### config.mk
export PLATFORM = sky130hd
export DESIGN_NAME = capture_timer
export DESIGN_NICKNAME = d
export VERILOG_FILES = /design/src/rtl/capt_pkg.sv /design/src/rtl/capt_edge.sv /design/src/rtl/capt_counter.sv /design/src/rtl/capt_channel.sv /design/src/rtl/capture_timer.sv
export SDC_FILE = /design/constraint.sdc
export NUM_CORES = 1
export LEC_CHECK = 0
export BUFFER_PORTS_ARGS = -buffer_cell sky130_fd_sc_hd__buf_2
export CORE_ASPECT_RATIO = 1.2
export CORE_UTILIZATION = 50
export CTS_BUF_LIST = sky130_fd_sc_hd__clkbuf_8
export CTS_CLUSTER_DIAMETER = 80
export DETAILED_ROUTE_END_ITERATION = 10
export PLACE_DENSITY_LB_ADDON = 0.25
export SYNTH_ARGS = -nofsm -noshare
export SYNTH_HDL_FRONTEND = slang
export SYNTH_HIERARCHICAL = 1
export SYNTH_SLANG_ARGS = --single-unit
### constraint.sdc
create_clock -name clk -period 5.7 [get_ports clk]
set_input_delay 0.57 -clock clk [delete_from_list [all_inputs] [get_ports clk]]
set_output_delay 0.57 -clock clk [all_outputs]
set_load 0.01 [all_outputs]
### src/rtl/capt_pkg.sv
package capt_pkg;

    localparam int NUM_CH = 2;

    typedef enum logic [1:0] {
        MODE_STOP = 2'b00,
        MODE_FREE = 2'b01,
        MODE_CLRA = 2'b10,
        MODE_HALT = 2'b11
    } mode_e;

    typedef enum logic [1:0] {
        EDGE_NONE = 2'b00,
        EDGE_RISE = 2'b01,
        EDGE_FALL = 2'b10,
        EDGE_BOTH = 2'b11
    } edge_e;

    typedef enum logic [1:0] {
        ST_STOP = 2'b00,
        ST_FREE = 2'b01,
        ST_CLRA = 2'b10
    } cnt_state_e;

endpackage

### src/rtl/capt_edge.sv
module capt_edge
    import capt_pkg::*;
#(
    parameter int STAGES = 2
) (
    input  logic  clk,
    input  logic  rst_n,
    input  logic  pin,
    input  edge_e sel,
    output logic  evt_o
);

    logic [STAGES-1:0] sync_q;
    logic              hist_q;
    logic              lvl;
    logic              rise;
    logic              fall;

    always_ff @(posedge clk) begin
        if (!rst_n) begin
            sync_q <= '0;
            hist_q <= 1'b0;
        end else begin
            sync_q <= {sync_q[STAGES-2:0], pin};
            hist_q <= sync_q[STAGES-1];
        end
    end

    always_comb begin
        lvl  = sync_q[STAGES-1];
        rise = lvl & ~hist_q;
        fall = ~lvl & hist_q;
        unique case (sel)
            EDGE_NONE: evt_o = 1'b0;
            EDGE_RISE: evt_o = rise;
            EDGE_FALL: evt_o = fall;
            EDGE_BOTH: evt_o = rise | fall;
            default:   evt_o = 1'b0;
        endcase
    end

    AST_EDGE_QUIET: assert property (@(posedge clk) disable iff (!rst_n)
        (sel == EDGE_NONE) |-> !evt_o);

endmodule

### src/rtl/capt_counter.sv
module capt_counter
    import capt_pkg::*;
#(
    parameter int CNT_W = 16
) (
    input  logic             clk,
    input  logic             rst_n,
    input  logic             cfg_we,
    input  mode_e            cfg_mode,
    input  logic             restart_i,
    input  logic             ovf_we,
    input  logic             ovf_wdata,
    output logic [CNT_W-1:0] cnt_o,
    output logic             ovf_o
);

    localparam logic [CNT_W-1:0] CNT_MAX = '1;
    localparam logic [CNT_W-1:0] CNT_ONE = CNT_W'(1);

    cnt_state_e       st_q, st_d;
    logic [CNT_W-1:0] cnt_q, cnt_d;
    logic             ovf_q, ovf_d;
    logic             wrap;

    // next-state: the state register doubles as the mode register
    always_comb begin
        st_d = st_q;
        if (cfg_we) begin
            unique case (cfg_mode)
                MODE_FREE: st_d = ST_FREE;
                MODE_CLRA: st_d = ST_CLRA;
                default:   st_d = ST_STOP;
            endcase
        end
    end

    always_ff @(posedge clk) begin
        if (!rst_n) st_q <= ST_STOP;
        else        st_q <= st_d;
    end

    // per-state outputs
    always_comb begin
        cnt_d = cnt_q;
        wrap  = 1'b0;
        unique case (st_q)
            ST_STOP: cnt_d = cnt_q;
            ST_FREE: begin
                cnt_d = cnt_q + CNT_ONE;
                wrap  = (cnt_q == CNT_MAX);
            end
            ST_CLRA: begin
                if (restart_i) begin
                    cnt_d = '0;
                end else begin
                    cnt_d = cnt_q + CNT_ONE;
                    wrap  = (cnt_q == CNT_MAX);
                end
            end
            default: cnt_d = cnt_q;
        endcase
        if (wrap)                       ovf_d = 1'b1;
        else if (ovf_we && !ovf_wdata)  ovf_d = 1'b0;
        else                            ovf_d = ovf_q;
    end

    always_ff @(posedge clk) begin
        if (!rst_n) begin
            cnt_q <= '0;
            ovf_q <= 1'b0;
        end else begin
            cnt_q <= cnt_d;
            ovf_q <= ovf_d;
        end
    end

    assign cnt_o = cnt_q;
    assign ovf_o = ovf_q;

    AST_FREE_STEP: assert property (@(posedge clk) disable iff (!rst_n)
        (st_q == ST_FREE) |=> (cnt_q == $past(cnt_q) + CNT_ONE));
    AST_STOP_HOLD: assert property (@(posedge clk) disable iff (!rst_n)
        (st_q == ST_STOP) |=> $stable(cnt_q));
    AST_OVF_STICKY: assert property (@(posedge clk) disable iff (!rst_n)
        (ovf_q && !(ovf_we && !ovf_wdata)) |=> ovf_q);
    AST_WRAP_WINS: assert property (@(posedge clk) disable iff (!rst_n)
        ((st_q != ST_STOP) && (cnt_q == CNT_MAX) && !((st_q == ST_CLRA) && restart_i)) |=> ovf_q);
    AST_RESTART_ZERO: assert property (@(posedge clk) disable iff (!rst_n)
        ((st_q == ST_CLRA) && restart_i) |=> (cnt_q == '0));

endmodule

### src/rtl/capt_channel.sv
module capt_channel #(
    parameter int CNT_W = 16
) (
    input  logic             clk,
    input  logic             rst_n,
    input  logic             trig_i,
    input  logic [CNT_W-1:0] cnt_i,
    output logic [CNT_W-1:0] cap_o,
    output logic             irq_o,
    output logic [CNT_W-1:0] wid_o,
    output logic             wid_vld_o
);

    logic [CNT_W-1:0] cap_q;
    logic [CNT_W-1:0] prev_q;
    logic [CNT_W-1:0] wid_q;
    logic             irq_q;
    logic             vld_q;

    always_ff @(posedge clk) begin
        if (!rst_n) begin
            cap_q  <= '0;
            prev_q <= '0;
            wid_q  <= '0;
            irq_q  <= 1'b0;
            vld_q  <= 1'b0;
        end else begin
            irq_q <= trig_i;
            if (trig_i) cap_q <= cnt_i;
            vld_q <= irq_q;
            if (irq_q) begin
                wid_q  <= cap_q - prev_q;
                prev_q <= cap_q;
            end
        end
    end

    assign cap_o     = cap_q;
    assign irq_o     = irq_q;
    assign wid_o     = wid_q;
    assign wid_vld_o = vld_q;

    AST_CAP_LOAD: assert property (@(posedge clk) disable iff (!rst_n)
        trig_i |=> (cap_q == $past(cnt_i)));
    AST_CAP_HOLD: assert property (@(posedge clk) disable iff (!rst_n)
        !trig_i |=> $stable(cap_q));
    AST_IRQ_PULSE: assert property (@(posedge clk) disable iff (!rst_n)
        trig_i |=> irq_q);
    AST_IRQ_QUIET: assert property (@(posedge clk) disable iff (!rst_n)
        !trig_i |=> !irq_q);
    AST_WID_STROBE: assert property (@(posedge clk) disable iff (!rst_n)
        irq_q |=> vld_q);

endmodule

### src/rtl/capture_timer.sv
module capture_timer
    import capt_pkg::*;
#(
    parameter int CNT_W       = 16,
    parameter int SYNC_STAGES = 2
) (
    input  logic             clk,
    input  logic             rst_n,
    input  logic             cfg_we,
    input  logic [1:0]       cfg_mode,
    input  logic [1:0]       cfg_edge_a,
    input  logic [1:0]       cfg_edge_b,
    input  logic             ovf_we,
    input  logic             ovf_wdata,
    input  logic             in_a,
    input  logic             in_b,
    output logic [CNT_W-1:0] cnt_o,
    output logic [CNT_W-1:0] cap0_o,
    output logic [CNT_W-1:0] cap1_o,
    output logic             irq_cap0_o,
    output logic             irq_cap1_o,
    output logic             ovf_o,
    output logic             wid0_valid_o,
    output logic [CNT_W-1:0] wid0_o,
    output logic             wid1_valid_o,
    output logic [CNT_W-1:0] wid1_o
);

    // index 0 is input A, index 1 is input B
    logic [NUM_CH-1:0] pin_w;
    logic [NUM_CH-1:0] evt_w;
    edge_e             sel_q [NUM_CH];
    edge_e             sel_in [NUM_CH];
    logic [CNT_W-1:0]  cnt_w;
    logic [CNT_W-1:0]  cap_w  [NUM_CH];
    logic [CNT_W-1:0]  wid_w  [NUM_CH];
    logic [NUM_CH-1:0] irq_w;
    logic [NUM_CH-1:0] vld_w;

    assign pin_w     = {in_b, in_a};
    assign sel_in[0] = edge_e'(cfg_edge_a);
    assign sel_in[1] = edge_e'(cfg_edge_b);

    always_ff @(posedge clk) begin
        for (int i = 0; i < NUM_CH; i++) begin
            if (!rst_n)      sel_q[i] <= EDGE_NONE;
            else if (cfg_we) sel_q[i] <= sel_in[i];
        end
    end

    generate
        for (genvar gi = 0; gi < NUM_CH; gi++) begin : g_in
            capt_edge #(.STAGES(SYNC_STAGES)) u_edge (
                .clk   (clk),
                .rst_n (rst_n),
                .pin   (pin_w[gi]),
                .sel   (sel_q[gi]),
                .evt_o (evt_w[gi])
            );
        end
        // crossed routing: channel i is loaded by the other input
        for (genvar gc = 0; gc < NUM_CH; gc++) begin : g_ch
            capt_channel #(.CNT_W(CNT_W)) u_ch (
                .clk       (clk),
                .rst_n     (rst_n),
                .trig_i    (evt_w[NUM_CH-1-gc]),
                .cnt_i     (cnt_w),
                .cap_o     (cap_w[gc]),
                .irq_o     (irq_w[gc]),
                .wid_o     (wid_w[gc]),
                .wid_vld_o (vld_w[gc])
            );
        end
    endgenerate

    capt_counter #(.CNT_W(CNT_W)) u_cnt (
        .clk       (clk),
        .rst_n     (rst_n),
        .cfg_we    (cfg_we),
        .cfg_mode  (mode_e'(cfg_mode)),
        .restart_i (evt_w[0]),
        .ovf_we    (ovf_we),
        .ovf_wdata (ovf_wdata),
        .cnt_o     (cnt_w),
        .ovf_o     (ovf_o)
    );

    assign cnt_o        = cnt_w;
    assign cap0_o       = cap_w[0];
    assign cap1_o       = cap_w[1];
    assign irq_cap0_o   = irq_w[0];
    assign irq_cap1_o   = irq_w[1];
    assign wid0_o       = wid_w[0];
    assign wid1_o       = wid_w[1];
    assign wid0_valid_o = vld_w[0];
    assign wid1_valid_o = vld_w[1];

    AST_CROSS_A: assert property (@(posedge clk) disable iff (!rst_n)
        evt_w[0] |=> irq_cap1_o);
    AST_CROSS_B: assert property (@(posedge clk) disable iff (!rst_n)
        evt_w[1] |=> irq_cap0_o);

endmodule

==> impl.org <==
** Die
- In this run the count of I/O pins placed on the die edge is 98.
- Number of standard-cell rows in the floorplan :: 45
- Die area :: 13,600 sq um
- Core ar. :: 12,700 sq um
- In this run the horizontal extent of the chip is 107 um.
- Chip height :: 128 um
- Starting utilization of the core area :: 0.516

** Critical path
- Buffers & Inverters on Critical Path :: 2
- Among all stages on the critical path, the largest delay is contributed by sky130_fd_sc_hd__nand3b_1.
- Highest cell delay on the worst timing path :: 0.46 ns
- Walking the worst path, the cells encountered are inv_1 > ha_1 > nor2b_1 > o21ai_1 > o21ai_2 > buf_4 > nand3b_1 > nand2_1 > nor2_1.
- Of all nets on the critical path, the largest fanout is 19.
- STA puts the critical path data required time at 5.99 ns.
- CP Class :: reg -> reg
- For the worst setup path, the data arrival time is 2.76 ns.
- Critical Path Sink Type :: flip-flop
- Startpoint Class :: flip-flop
- Among cell families on the critical path, the largest total delay comes from simple AND/OR/NAND/NOR gates.

** Final layout
- Of the cells placed in the final design, the portion with a size suffix greater than 1 is 0.172.
- 0 antenna diodes ended up in the layout.
- Relative to the synthesized area, the layout overhead comes to 15.4%.
- Excluding fillers, the count of instances in the completed layout stands at 965.
- At the end of the flow, the number of nets in the layout was 840.

** Placed design
- Global placer's final weighted congestion :: 0.882
- Port-buffer cells :: 97
- Placed instance count :: 933
- Detailed placement ended at an HPWL of 9900 um.

** STA
- The worst pin sits at a relative slew slack of 0.267.
- Final setup violation count :: 0
- Derived from the worst setup path, the maximum achievable clock frequency is 406 MHz.
- Number of hold-slack violations in the final timing report :: 0
- Clock Skew :: 0.0134 ns
- Unrepaired setup endpoints after global routing :: false
- Total Neg Setup Slack :: 0 ns
- Slew at the pin with the worst max-slew slack :: 1.10 ns
- The smallest clock period supported by the final layout is computed as 2.46 ns.
- Period utilization :: 0.432
- The count of final max-slew check failures was 0.

** Detailed routing
- Detailed routing inserted a total of 5,089 vias.
- Using the TritonRoute via totals, the vias-per-cell ratio works out to 5.27.
- The count of nets left with antenna violations once routing finished came out at 0.
- In the final routed layout, each cell accounts on average for 14.2 um.
- DRC violations left :: 0
- Before antenna repair, the detailed router went through 4 iterations.
- Drt initial violations :: 165
- After detailed routing, the total wire length is 13,700 um.

** Run
- Across the run, the number of max-cap violations was 0.

** Yosys
- The netlist uses 48 different library cells.
- The number of nets handed over by synthesis was 746.
- The synthesized design contains 4 enable-type register cells.
- Combined area of all synthesized cells :: 6570 sq um
- Leading cell type by number of instances after synthesis :: sky130_fd_sc_hd__dfxtp_1
- Most common library cells after synthesis :: sky130_fd_sc_hd__dfxtp_1 (125), sky130_fd_sc_hd__nor2b_1 (85), sky130_fd_sc_hd__mux2i_1 (78), sky130_fd_sc_hd__inv_1 (45), sky130_fd_sc_hd__nand2_1 (38)
- Yosys attributes the largest share of cell area to sky130_fd_sc_hd__dfxtp_1 (38%), sky130_fd_sc_hd__mux2i_1 (12%), sky130_fd_sc_hd__nor2b_1 (8.1%).
- Of all flip-flops after synthesis, the portion carrying an async set or reset was 0.
- Leading register cell type out of synthesis :: sky130_fd_sc_hd__dfxtp_1
- Yosys top cell by area :: sky130_fd_sc_hd__dfxtp_1
- Synthesized flop and latch total :: 129
- Post-Synthesis Mean Instance Area :: 9.46 sq um
- The Yosys step of the flow raised 6 warnings.
- Proportion of netlist area held by the largest area contributor :: 0.381
- In the synthesized netlist, the number of instances is 694.
- Of the synthesized area, sequential elements account for 0.399.

** Clocking
- Number of gates given a new drive strength after cts :: 0
- Register clock-pin slew on the reported worst setup and hold paths :: 0.07 ns
- Number of H-tree levels :: 4
- In this run the clock root is driven by a sky130_fd_sc_hd__clkbuf_8.
- Post-CTS setup buffer count :: 0
- In this run the deepest clock path goes through 2 buffers.
- The number of hold buffers added after CTS was 0.
- TritonCTS built the clock tree.
- For the worst-skew pair, the clock arrives at the later sink with an insertion delay of 0.42 ns.
- Clock sink count :: 129
- Number of buffers created by CTS :: 17

** Pwr
- Maximum vdd drop :: 125 uV
- Power per cell area :: 232 nW/um^2
- P_leak :: 0.00310 uW

** GRT
- Overflow after GRT :: 0
- The first global-routing pass estimated 22,700 um of wire.
- The via count of the first global-routing pass came to 4,810.
- Entering global routing, the biggest net connects 64 pins.
- The number of antenna violations at the first check in global routing is 0.
- Global router's overall resource usage :: 0.207

** Hold path
- The worst hold path belongs to the class in -> reg.

** Run status
- The run finished with clean final reports.
==> cell type report <==
class | instances | area [sq um]
Sequential cell | 129 | 2620
Clock inverter | 13 | 131
Timing Repair Buffer | 101 | 515
Fill cell | 1137 | 5140
Multi-Input combinational cell | 494 | 3670
Inverter | 45 | 169
Clock buffer | 19 | 262
Tap cell | 164 | 205
==> kinds of logic (layout without fill, tap and decap cells) <==
family,after synthesis,count (layout),synth area share
adder cells (fa/ha/maj),39,39,0.0766
AO/OA/AOI/OAI,114,114,0.115
AND/OR/NAND/NOR,237,237,0.213
flip-flops,129,129,0.399
XOR/XNOR,26,26,0.0347
multiplexers,78,78,0.119
buffers and inverters,71,178,0.0421
==> metal layers <==
layer,share of wire,track usage
met5,0,0
met4,0.022,0.0854
met1,0.46,0.251
met3,0.035,0.0464
met2,0.48,0.354
==> state kept, by name, summed over array words and instances, names as in the netlist <==
register / cells
g_ch.u_ch/cap_o: 32
g_ch.u_ch/prev_q: 32
g_ch.u_ch/wid_o: 32
u_cnt/cnt_o: 16
g_in.u_edge/sync_q: 4
sel_q: 4
g_ch.u_ch/irq_o: 2
g_ch.u_ch/wid_vld_o: 2
g_in.u_edge/hist_q: 2
u_cnt/st_q: 2
u_cnt/ovf_o: 1
==> stage by stage <==
stage               setup slack [ns]   util  total power (uW)  instance area, sq um  hold WS [ns]
floorplan                       3.57      -               985                  6570         0.412
finish                          3.24  0.596              1760                  7580         0.354
global route                    3.05  0.596              1830                  7580         0.333
detailed placement              3.08  0.565              1010                  7190         0.421
global placement                3.21  0.565              1000                  7190         0.414
CTS                             3.23  0.596              1780                  7580         0.330
==> layout by cell type, fill, tap and decap left out, drive strengths merged, types with 4 or more instances in the layout <==
| cell | count |
|---|---|
| nand4 | 6 |
| o21a | 10 |
| a31oi | 4 |
| nor2b | 85 |
| ha | 37 |
| xor2 | 17 |
| nor4 | 6 |
| nand2b | 7 |
| buf | 101 |
| mux2i | 78 |
| and2 | 12 |
| nand3 | 14 |
| or3 | 10 |
| clkbuf | 19 |
| nor2 | 24 |
| dfxtp | 125 |
| o21ai | 45 |
| nand3b | 11 |
| a21o | 8 |
| nor3 | 11 |
| nand2 | 38 |
| inv | 52 |
| o211a | 4 |
| o31a | 4 |
| a21oi | 20 |
| xnor2 | 9 |
| a211oi | 6 |
| edfxtp | 4 |
| and3 | 6 |
==> final timing paths <==
| kind | start | endpoint | slack, ns | cells past startpoint |
|---|---|---|---|---|
| min | in_b | g_in[1].u_edge/sync_q[0]$_SDFF_PN0_ | 0.35 | 2 |
| min reg2reg | g_in[0].u_edge/sync_q[0]$_SDFF_PN0_ | g_in[0].u_edge/sync_q[1]$_SDFF_PN0_ | 0.43 | 1 |
| max | g_in[0].u_edge/sync_q[1]$_SDFF_PN0_ | u_cnt/cnt_o[4]$_SDFFE_PN0P_ | 3.24 | 9 |
| max reg2reg | g_in[0].u_edge/sync_q[1]$_SDFF_PN0_ | u_cnt/cnt_o[4]$_SDFFE_PN0P_ | 3.24 | 9 |
==> power by group <==
| group | total [uW] | internal [uW] | switching, uW | leakage, uW |
|---|---|---|---|---|
| Clock | 776 | 443 | 333 | 0.000228 |
| Combinational | 64.8 | 29.0 | 35.8 | 0.00182 |
| Sequential | 920 | 913 | 6.93 | 0.00105 |
No activity file was read; power rests on OpenSTA's default activity.
